<file path="config.mk">
export PLATFORM = sky130hd
export DESIGN_NAME = cds_seq
export DESIGN_NICKNAME = d
export VERILOG_FILES = /design/src/rtl/cds_pkg.sv /design/src/rtl/cds_sat_addsub.sv /design/src/rtl/cds_iir.sv /design/src/rtl/cds_fsm.sv /design/src/rtl/cds_seq.sv
export SDC_FILE = /design/constraint.sdc
export NUM_CORES = 1
export LEC_CHECK = 0
export ABC_AREA = 0
export BUFFER_PORTS_ARGS = -buffer_cell sky130_fd_sc_hd__buf_2
export CORE_MARGIN = 2
export CORE_UTILIZATION = 58
export DETAILED_ROUTE_END_ITERATION = 6
export PLACE_DENSITY = 0.77
export REMOVE_ABC_BUFFERS = 1
export SLEW_MARGIN = 10
export SYNTH_ARGS = -nofsm -noshare
export SYNTH_HDL_FRONTEND = slang
export SYNTH_SLANG_ARGS = --single-unit
</file>
<file path="constraint.sdc">
create_clock -name clk -period 20.4 [get_ports clk]
set_clock_uncertainty 0.15 [all_clocks]
set_input_delay 1.02 -clock clk [delete_from_list [all_inputs] [get_ports clk]]
set_output_delay 1.02 -clock clk [all_outputs]
set_load 0.1 [all_outputs]
</file>
<file path="src/rtl/cds_pkg.sv">
package cds_pkg;
  typedef enum logic [2:0] {
    ST_IDLE   = 3'd0,
    ST_SETTLE = 3'd1,
    ST_START  = 3'd2,
    ST_WAIT   = 3'd3,
    ST_STOP   = 3'd4
  } cds_state_e;
endpackage

</file>
<file path="src/rtl/cds_sat_addsub.sv">
module cds_sat_addsub #(
  parameter int DW  = 32,
  parameter bit SUB = 1'b1
) (
  input  logic [DW-1:0] a,
  input  logic [DW-1:0] b,
  output logic [DW-1:0] y
);
  localparam logic [DW-1:0] MAXV = {1'b0, {(DW-1){1'b1}}};
  localparam logic [DW-1:0] MINV = {1'b1, {(DW-1){1'b0}}};

  logic [DW:0] wide;

  if (SUB) begin : g_sub
    assign wide = {a[DW-1], a} - {b[DW-1], b};
  end else begin : g_add
    assign wide = {a[DW-1], a} + {b[DW-1], b};
  end

  always_comb begin
    if (wide[DW] != wide[DW-1]) begin
      y = wide[DW] ? MINV : MAXV;
    end else begin
      y = wide[DW-1:0];
    end
  end
endmodule

</file>
<file path="src/rtl/cds_iir.sv">
module cds_iir #(
  parameter int DW    = 32,
  parameter int SHIFT = 4
) (
  input  logic          clk,
  input  logic          rst_n,
  input  logic          clr,
  input  logic          upd,
  input  logic [DW-1:0] cds_in,
  output logic [DW-1:0] acc_nxt
);
  logic [DW-1:0]        acc_q;
  logic [DW-1:0]        diff;
  logic signed [DW-1:0] diff_s;
  logic [DW-1:0]        step;

  cds_sat_addsub #(.DW(DW), .SUB(1'b1)) u_diff (
    .a(cds_in), .b(acc_q), .y(diff)
  );

  assign diff_s = diff;
  assign step   = diff_s >>> SHIFT;

  cds_sat_addsub #(.DW(DW), .SUB(1'b0)) u_sum (
    .a(acc_q), .b(step), .y(acc_nxt)
  );

  always_ff @(posedge clk or negedge rst_n) begin
    if (!rst_n) begin
      acc_q <= '0;
    end else if (clr) begin
      acc_q <= '0;
    end else if (upd) begin
      acc_q <= acc_nxt;
    end
  end
endmodule

</file>
<file path="src/rtl/cds_fsm.sv">
module cds_fsm
  import cds_pkg::*;
#(
  parameter int PAIRS = 16,
  parameter int SW    = 8
) (
  input  logic          clk,
  input  logic          rst_n,
  input  logic          enable,
  input  logic [SW-1:0] settle_len,
  input  logic          adc_done,
  output logic          phase,
  output logic          adc_start,
  output logic          adc_stop,
  output logic          cap_sig,
  output logic          cap_ref,
  output logic          acc_clr,
  output logic          acc_upd,
  output logic          batch_end
);
  localparam int PCW = (PAIRS > 1) ? $clog2(PAIRS) : 1;

  cds_state_e     state_q, state_d;
  logic [SW-1:0]  cnt_q, cnt_d;
  logic [PCW-1:0] pair_q, pair_d;
  logic           phase_q, phase_d;
  logic           settle_ok;
  logic           last_pair;

  assign settle_ok = ({1'b0, cnt_q} + (SW+1)'(1)) >= {1'b0, settle_len};
  assign last_pair = (pair_q == PCW'(PAIRS - 1));

  always_comb begin
    state_d = state_q;
    cnt_d   = cnt_q;
    pair_d  = pair_q;
    phase_d = phase_q;
    case (state_q)
      ST_IDLE: begin
        if (enable) begin
          state_d = ST_SETTLE;
          cnt_d   = '0;
          pair_d  = '0;
          phase_d = 1'b0;
        end
      end
      ST_SETTLE: begin
        if (settle_ok) begin
          state_d = ST_START;
        end else begin
          cnt_d = cnt_q + SW'(1);
        end
      end
      ST_START: state_d = ST_WAIT;
      ST_WAIT: begin
        if (adc_done) state_d = ST_STOP;
      end
      ST_STOP: begin
        cnt_d = '0;
        if (!phase_q) begin
          phase_d = 1'b1;
          state_d = ST_SETTLE;
        end else if (last_pair) begin
          phase_d = 1'b0;
          state_d = ST_IDLE;
        end else begin
          phase_d = 1'b0;
          pair_d  = pair_q + PCW'(1);
          state_d = ST_SETTLE;
        end
      end
      default: state_d = ST_IDLE;
    endcase
  end

  always_ff @(posedge clk or negedge rst_n) begin
    if (!rst_n) begin
      state_q <= ST_IDLE;
      cnt_q   <= '0;
      pair_q  <= '0;
      phase_q <= 1'b0;
    end else begin
      state_q <= state_d;
      cnt_q   <= cnt_d;
      pair_q  <= pair_d;
      phase_q <= phase_d;
    end
  end

  assign phase     = phase_q;
  assign adc_start = (state_q == ST_START);
  assign adc_stop  = (state_q == ST_STOP);
  assign cap_sig   = (state_q == ST_WAIT) && adc_done && !phase_q;
  assign cap_ref   = (state_q == ST_WAIT) && adc_done && phase_q;
  assign acc_clr   = (state_q == ST_IDLE) && enable;
  assign acc_upd   = (state_q == ST_STOP) && phase_q;
  assign batch_end = acc_upd && last_pair;
endmodule

</file>
<file path="src/rtl/cds_seq.sv">
module cds_seq #(
  parameter int DW    = 32,
  parameter int PAIRS = 16,
  parameter int SHIFT = 4,
  parameter int SW    = 8
) (
  input  logic          clk,
  input  logic          rst_n,
  input  logic          enable,
  input  logic [SW-1:0] settle_len,
  output logic          mux_sel,
  output logic          adc_start,
  input  logic          adc_done,
  input  logic [DW-1:0] adc_data,
  output logic          adc_stop,
  output logic [DW-1:0] result,
  output logic          result_valid
);
  logic          cap_sig, cap_ref, acc_clr, acc_upd, batch_end;
  logic [DW-1:0] sig_q, ref_q, cds_w, acc_nxt;
  logic [DW-1:0] result_q;
  logic          valid_q;

  cds_fsm #(.PAIRS(PAIRS), .SW(SW)) u_fsm (
    .clk(clk), .rst_n(rst_n), .enable(enable), .settle_len(settle_len),
    .adc_done(adc_done), .phase(mux_sel), .adc_start(adc_start),
    .adc_stop(adc_stop), .cap_sig(cap_sig), .cap_ref(cap_ref),
    .acc_clr(acc_clr), .acc_upd(acc_upd), .batch_end(batch_end)
  );

  always_ff @(posedge clk or negedge rst_n) begin
    if (!rst_n) begin
      sig_q <= '0;
    end else if (cap_sig) begin
      sig_q <= adc_data;
    end
  end

  always_ff @(posedge clk or negedge rst_n) begin
    if (!rst_n) begin
      ref_q <= '0;
    end else if (cap_ref) begin
      ref_q <= adc_data;
    end
  end

  cds_sat_addsub #(.DW(DW), .SUB(1'b1)) u_pair_diff (
    .a(sig_q), .b(ref_q), .y(cds_w)
  );

  cds_iir #(.DW(DW), .SHIFT(SHIFT)) u_iir (
    .clk(clk), .rst_n(rst_n), .clr(acc_clr), .upd(acc_upd),
    .cds_in(cds_w), .acc_nxt(acc_nxt)
  );

  always_ff @(posedge clk or negedge rst_n) begin
    if (!rst_n) begin
      result_q <= '0;
    end else if (batch_end) begin
      result_q <= acc_nxt;
    end
  end

  always_ff @(posedge clk or negedge rst_n) begin
    if (!rst_n) begin
      valid_q <= 1'b0;
    end else begin
      valid_q <= batch_end;
    end
  end

  assign result       = result_q;
  assign result_valid = valid_q;
endmodule

</file>
==> run summary, run 1 <==
Status: finished, final reports clean
Die area: 0.02083 sq mm
Detail Route Antenna Nets: 0
H-Tree Depth: 4
Post-DP HPWL: 20110 um
Max capacitance violation total: 0
Flops & latches, synth: 145
Remaining global-route overflow: 0
Row cnt: 51
Placed cell count: 1620
RSZ-0062 raised after global routing: no
Fin. Hold Viols: 0
Max-slew violation count: 0
CTS Buf Count: 17
Most frequent cells in the layout: dfrtp_1, o21ai_0, nand2_1
Post-synth ARST share: 100.0%
N_diodes: 0
Post-synth EDFFs: 0
Commonest non-fill, non-tap cell in the layout: dfrtp_1
First-pass GRT wire length: 44860 um
Peak Freq: 82.35 MHz
Critical path's slowest cell: ha_1
Synth Cell Area: 0.01142 sq mm
Arr. time, crit path: 12260 ps
Worst min path class: register to register
Final nets: 1529
I/O Buffers: 79
YS warnings: 0
Most used cell, CP: ha_1
Initial antenna violation count: 0
Post-Route Setup TNS: 0 ps
Worst-skew pair later-pin latency: 430 ps
Chip Height: 144.3 um
Worst EP required: 20520 ps
Clock Root Buffer: clkbuf_16
Max Root-Sink Buffers: 2
Slowest stage delay, CP: 790 ps
Post-CTS Setup Bufs: 0
Total number of vias: 9713
Dominant synthesized flop cell: dfrtp_1
GRT Util Overall: 26.76%
Minimum clock period: 12140 ps
Gates resized, CTS repair: 0
Synth top area cells: dfrtp_1, ha_1, mux2_2, o21ai_0, a21oi_1
Synth unique cells: 71
Starting Density: 58.87%
Leading area contributor after synthesis: dfrtp_1
Routed length per instance: 16.07 um
Vias in the first global route: 9197
Least-Margin Pin Slew: 1125 ps
Endpoint type of the worst setup path: register
Worst-path fanout max: 33
Clock-pin slew on the worst setup and hold paths: 70 ps
Clock sink count: 145
Initial DRC count: 575
Die W: 144.3 um
Largest net degree at the start of global routing: 87
Vias/cell: 5.880
RePlAce Congestion: 0.9186
Finish-stage setup viols: 0
Ratio of cells with drive above 1 in the final layout: 16.15%
Register area share after synthesis: 31.77%
Core area: 0.01940 sq mm
Area growth from synthesis to layout: 10.54%
CTS tree: built
Post-detailed-route DRC marker count: 0
Avg Inst Size Synth: 8.664 sq um
Finished Layout Cells: 1652
Post-CTS Hold Buffers: 0
DRT Pass-1 Iters: 6
CP startpoint kind: register
Crit Path Class: register to register
IO Pins: 80
Yosys top cell area share: 31.77%
Routed WL: 26550 um
Final Cycle Share: 59.53%
Synth Instances: 1318
Normalized max-slew margin: 24.49%
[kinds of logic (layout without fill, tap and decap cells)]
| logic type | after synthesis | in the layout | share of synthesized area, % |
|---|---|---|---|
| XOR/XNOR | 87 | 87 | 6.673 |
| buffers and inverters | 150 | 219 | 5.182 |
| multiplexers | 68 | 68 | 6.662 |
| AND/OR/NAND/NOR | 325 | 325 | 13.33 |
| flip-flops | 145 | 145 | 31.77 |
| adder cells (fa/ha/maj) | 121 | 121 | 13.17 |
| AO/OA/AOI/OAI | 422 | 422 | 23.21 |
[critical path: cells and delay by family, from the launching register on]
| family | cells | cell delay (ps) |
|---|---|---|
| and+or+nand+nor | 8 | 1880 |
| AOI/OAI and AO/OA | 25 | 6710 |
| adders and majority gates | 6 | 2360 |
| DFF | 1 | 390 |
| xor gates and xnor gates | 2 | 240 |
| buffers and inverters | 1 | 240 |
[flip-flops by register name (all words and copies together) (netlist names)]
register	flops
result	32
u_fsm.state_q	3
sig_q	32
result_valid	1
u_fsm.cnt_q	8
u_fsm.pair_q	4
u_iir.acc_q	32
u_fsm.phase	1
ref_q	32
[cell usage after synthesis, drive strengths merged, types with 35 or more instances]
cell type and instances:
a21oi 109, mux2 64, ha 109, o21ai 155, clkbuf 35, nor2 84, xor2 38, a21o 48
xnor2 49, dfrtp 145, inv 102, nand2 119
[final cells by class]
type / instances / area (sq um)
well taps: 265 / 331.6
repair buffers: 85 / 446.7
fillers: 1666 / 6775
inverters: 102 / 382.9
clock buffers: 19 / 452.9
flip-flops and latches: 145 / 3628
multi-input cells: 1023 / 7207
clock inverters: 13 / 173.9
[layer usage]
metal	vias up	part of all wire, %	GRT usage [%]
li1	4818	-	-
met1	4602	49	39.11
met2	265	45	42.06
met3	28	5.2	3.907
met4	0	1.2	6.234
met5	-	0	0
[per-stage QoR]
step	area, sq um	util [%]	worst slack (ps)	hold slack, ps
floorplan	11210	-	9883	315.8
global placement	12000	61.84	8876	305.5
detailed placement	12000	61.84	8504	314.8
CTS	12620	65.07	8361	328.8
global route	12620	65.07	7197	351.1
finish	12620	65.07	8256	324.8
[final timing paths]
check / startpoint / to / slack (ps) / cells past startpoint
max in group asynchronous: rst_n / result[20] / 18380 / 2
worst min register to register: result[30] / result[30] / 320 / 2
worst min-delay path: result[30] / result[30] / 320 / 2
worst max-delay path: sig_q[6] / result[29] / 8260 / 42
worst max register to register: sig_q[6] / result[29] / 8260 / 42
min in group asynchronous: rst_n / u_iir.acc_q[17] / 490 / 1
Power of run 1 is not shown: default switching activity piles up to over one toggle a cycle in this logic, so the estimate is an artifact.
==> inputs of run 2 (changes only) <==
==> constraint.sdc (replaced) <==
create_clock -name clk -period 12.7 [get_ports clk]
set_clock_uncertainty 0.15 [all_clocks]
set_input_delay 0.635 -clock clk [delete_from_list [all_inputs] [get_ports clk]]
set_output_delay 0.635 -clock clk [all_outputs]
set_load 0.1 [all_outputs]
==> run 2 against run 1 <==
  * Wire length increased by 1.9%
  * Core utilization grew 0.15 points
  * Via count up 0.13%
  * Maximum frequency is 4.9% higher
  * Count of clock-buffer cells in the layout unchanged
  * Design area is 0.23% higher
  * Highest routed layer unchanged
==> run summary, run 2 (synthesis gave the netlist of run 1 again) <==
Most frequent cells in the layout: dfrtp_1, o21ai_0, nand2_1
Crit Path Class: register to register
Starting Density: 58.87%
Worst-path fanout max: 33
Routed WL: 27050 um
RePlAce Congestion: 0.9168
Placed cell area: 0.01200 sq mm
DRT Pass-1 Iters: 5
CTS Buf Count: 17
Finish-stage setup viols: 0
Total number of vias: 9726
Chip Height: 144.3 um
Gates resized, CTS repair: 0
Arr. time, crit path: 11720 ps
IO Pins: 80
Post-CTS Setup Bufs: 0
Final Cycle Share: 91.11%
Detail Route Antenna Nets: 0
Largest net degree at the start of global routing: 88
I/O Buffers: 79
Worst EP required: 12850 ps
Vias in the first global route: 9222
Worst R2R Path Depth: 41
Worst min path class: primary input to asynchronous set/reset pin
Clock sink count: 145
Fin. Hold Viols: 0
Least-Margin Pin Slew: 1026 ps
Pre-CTS setup slack: 758.5 ps
Peak Freq: 86.42 MHz
Core area: 0.01940 sq mm
Die area: 0.02083 sq mm
Commonest non-fill, non-tap cell in the layout: dfrtp_1
Final nets: 1530
H-Tree Depth: 4
Post-CTS Hold Buffers: 0
Post-Route Setup TNS: 0 ps
Post-DP HPWL: 20130 um
Area growth from synthesis to layout: 10.79%
Clock Root Buffer: clkbuf_16
Max-slew violation count: 0
Initial antenna violation count: 0
Max Root-Sink Buffers: 2
Remaining global-route overflow: 0
RSZ-0062 raised after global routing: no
Row cnt: 51
Slowest stage delay, CP: 620 ps
Status: finished, final reports clean
Normalized max-slew margin: 31.55%
Initial DRC count: 614
Max capacitance violation total: 0
Setup ws final: 1129 ps
First-pass GRT wire length: 44800 um
GRT Util Overall: 26.85%
Critical path's slowest cell: ha_2
Clock-pin slew on the worst setup and hold paths: 60 ps
Worst-skew pair later-pin latency: 440 ps
Ratio of cells with drive above 1 in the final layout: 16.28%
Routed length per instance: 16.36 um
Minimum clock period: 11570 ps
Vias/cell: 5.884
Die W: 144.3 um
CP startpoint kind: register
Final instance area: 0.01265 sq mm
Endpoint type of the worst setup path: register
Post-detailed-route DRC marker count: 0
CTS tree: built
Finished Core Util: 65.22%
N_diodes: 0
## run 2: path summary, 6_finish.rpt
kind | start | end | slack (ps)
setup / recovery | sig_q[6] | result[29] | 1130
max in group asynchronous | rst_n | u_iir.acc_q[27] | 11040
hold reg to reg | result[26] | result[26] | 320
setup reg to reg | sig_q[6] | result[29] | 1130
min in group clk | adc_data[0] | sig_q[0] | 280
hold / removal | rst_n | ref_q[4] | 110
## run 2: layer usage
layer  global-route usage (%)  routed length (um)  share of wire [%]
met1                    38.16               13090                 48
met2                    42.21               12030                 44
met3                    4.735                1458                5.4
met4                    7.563                 462                1.7
met5                        0                   0                  0
## run 2: stage by stage
step / std cells / hold WS [ps]
global placement: 1621 / 305.4
finish: 1653 / 108.3
global route: 1653 / 187.5
floorplan: 1270 / 189.4
detailed placement: 1621 / 315.3
CTS: 1653 / 136.8
## run 2: final cells by class
class,instances,area (sq um)
clock buffer,19,442.9
timing repair buffer,86,454.2
fill,1679,6746
clock inverter,13,200.2
tap,265,331.6
inverter,102,382.9
sequential,145,3628
multi-input combinational,1023,7212
## run 2: critical path, delay by kind of cell (launching register included)
family	cells	cell delay, ps
flops	1	390
compound gates	25	6560
simple gates	8	1640
fa+ha+maj	6	2450
xor+xnor	2	200
Power of run 2 is left out for the same reason.
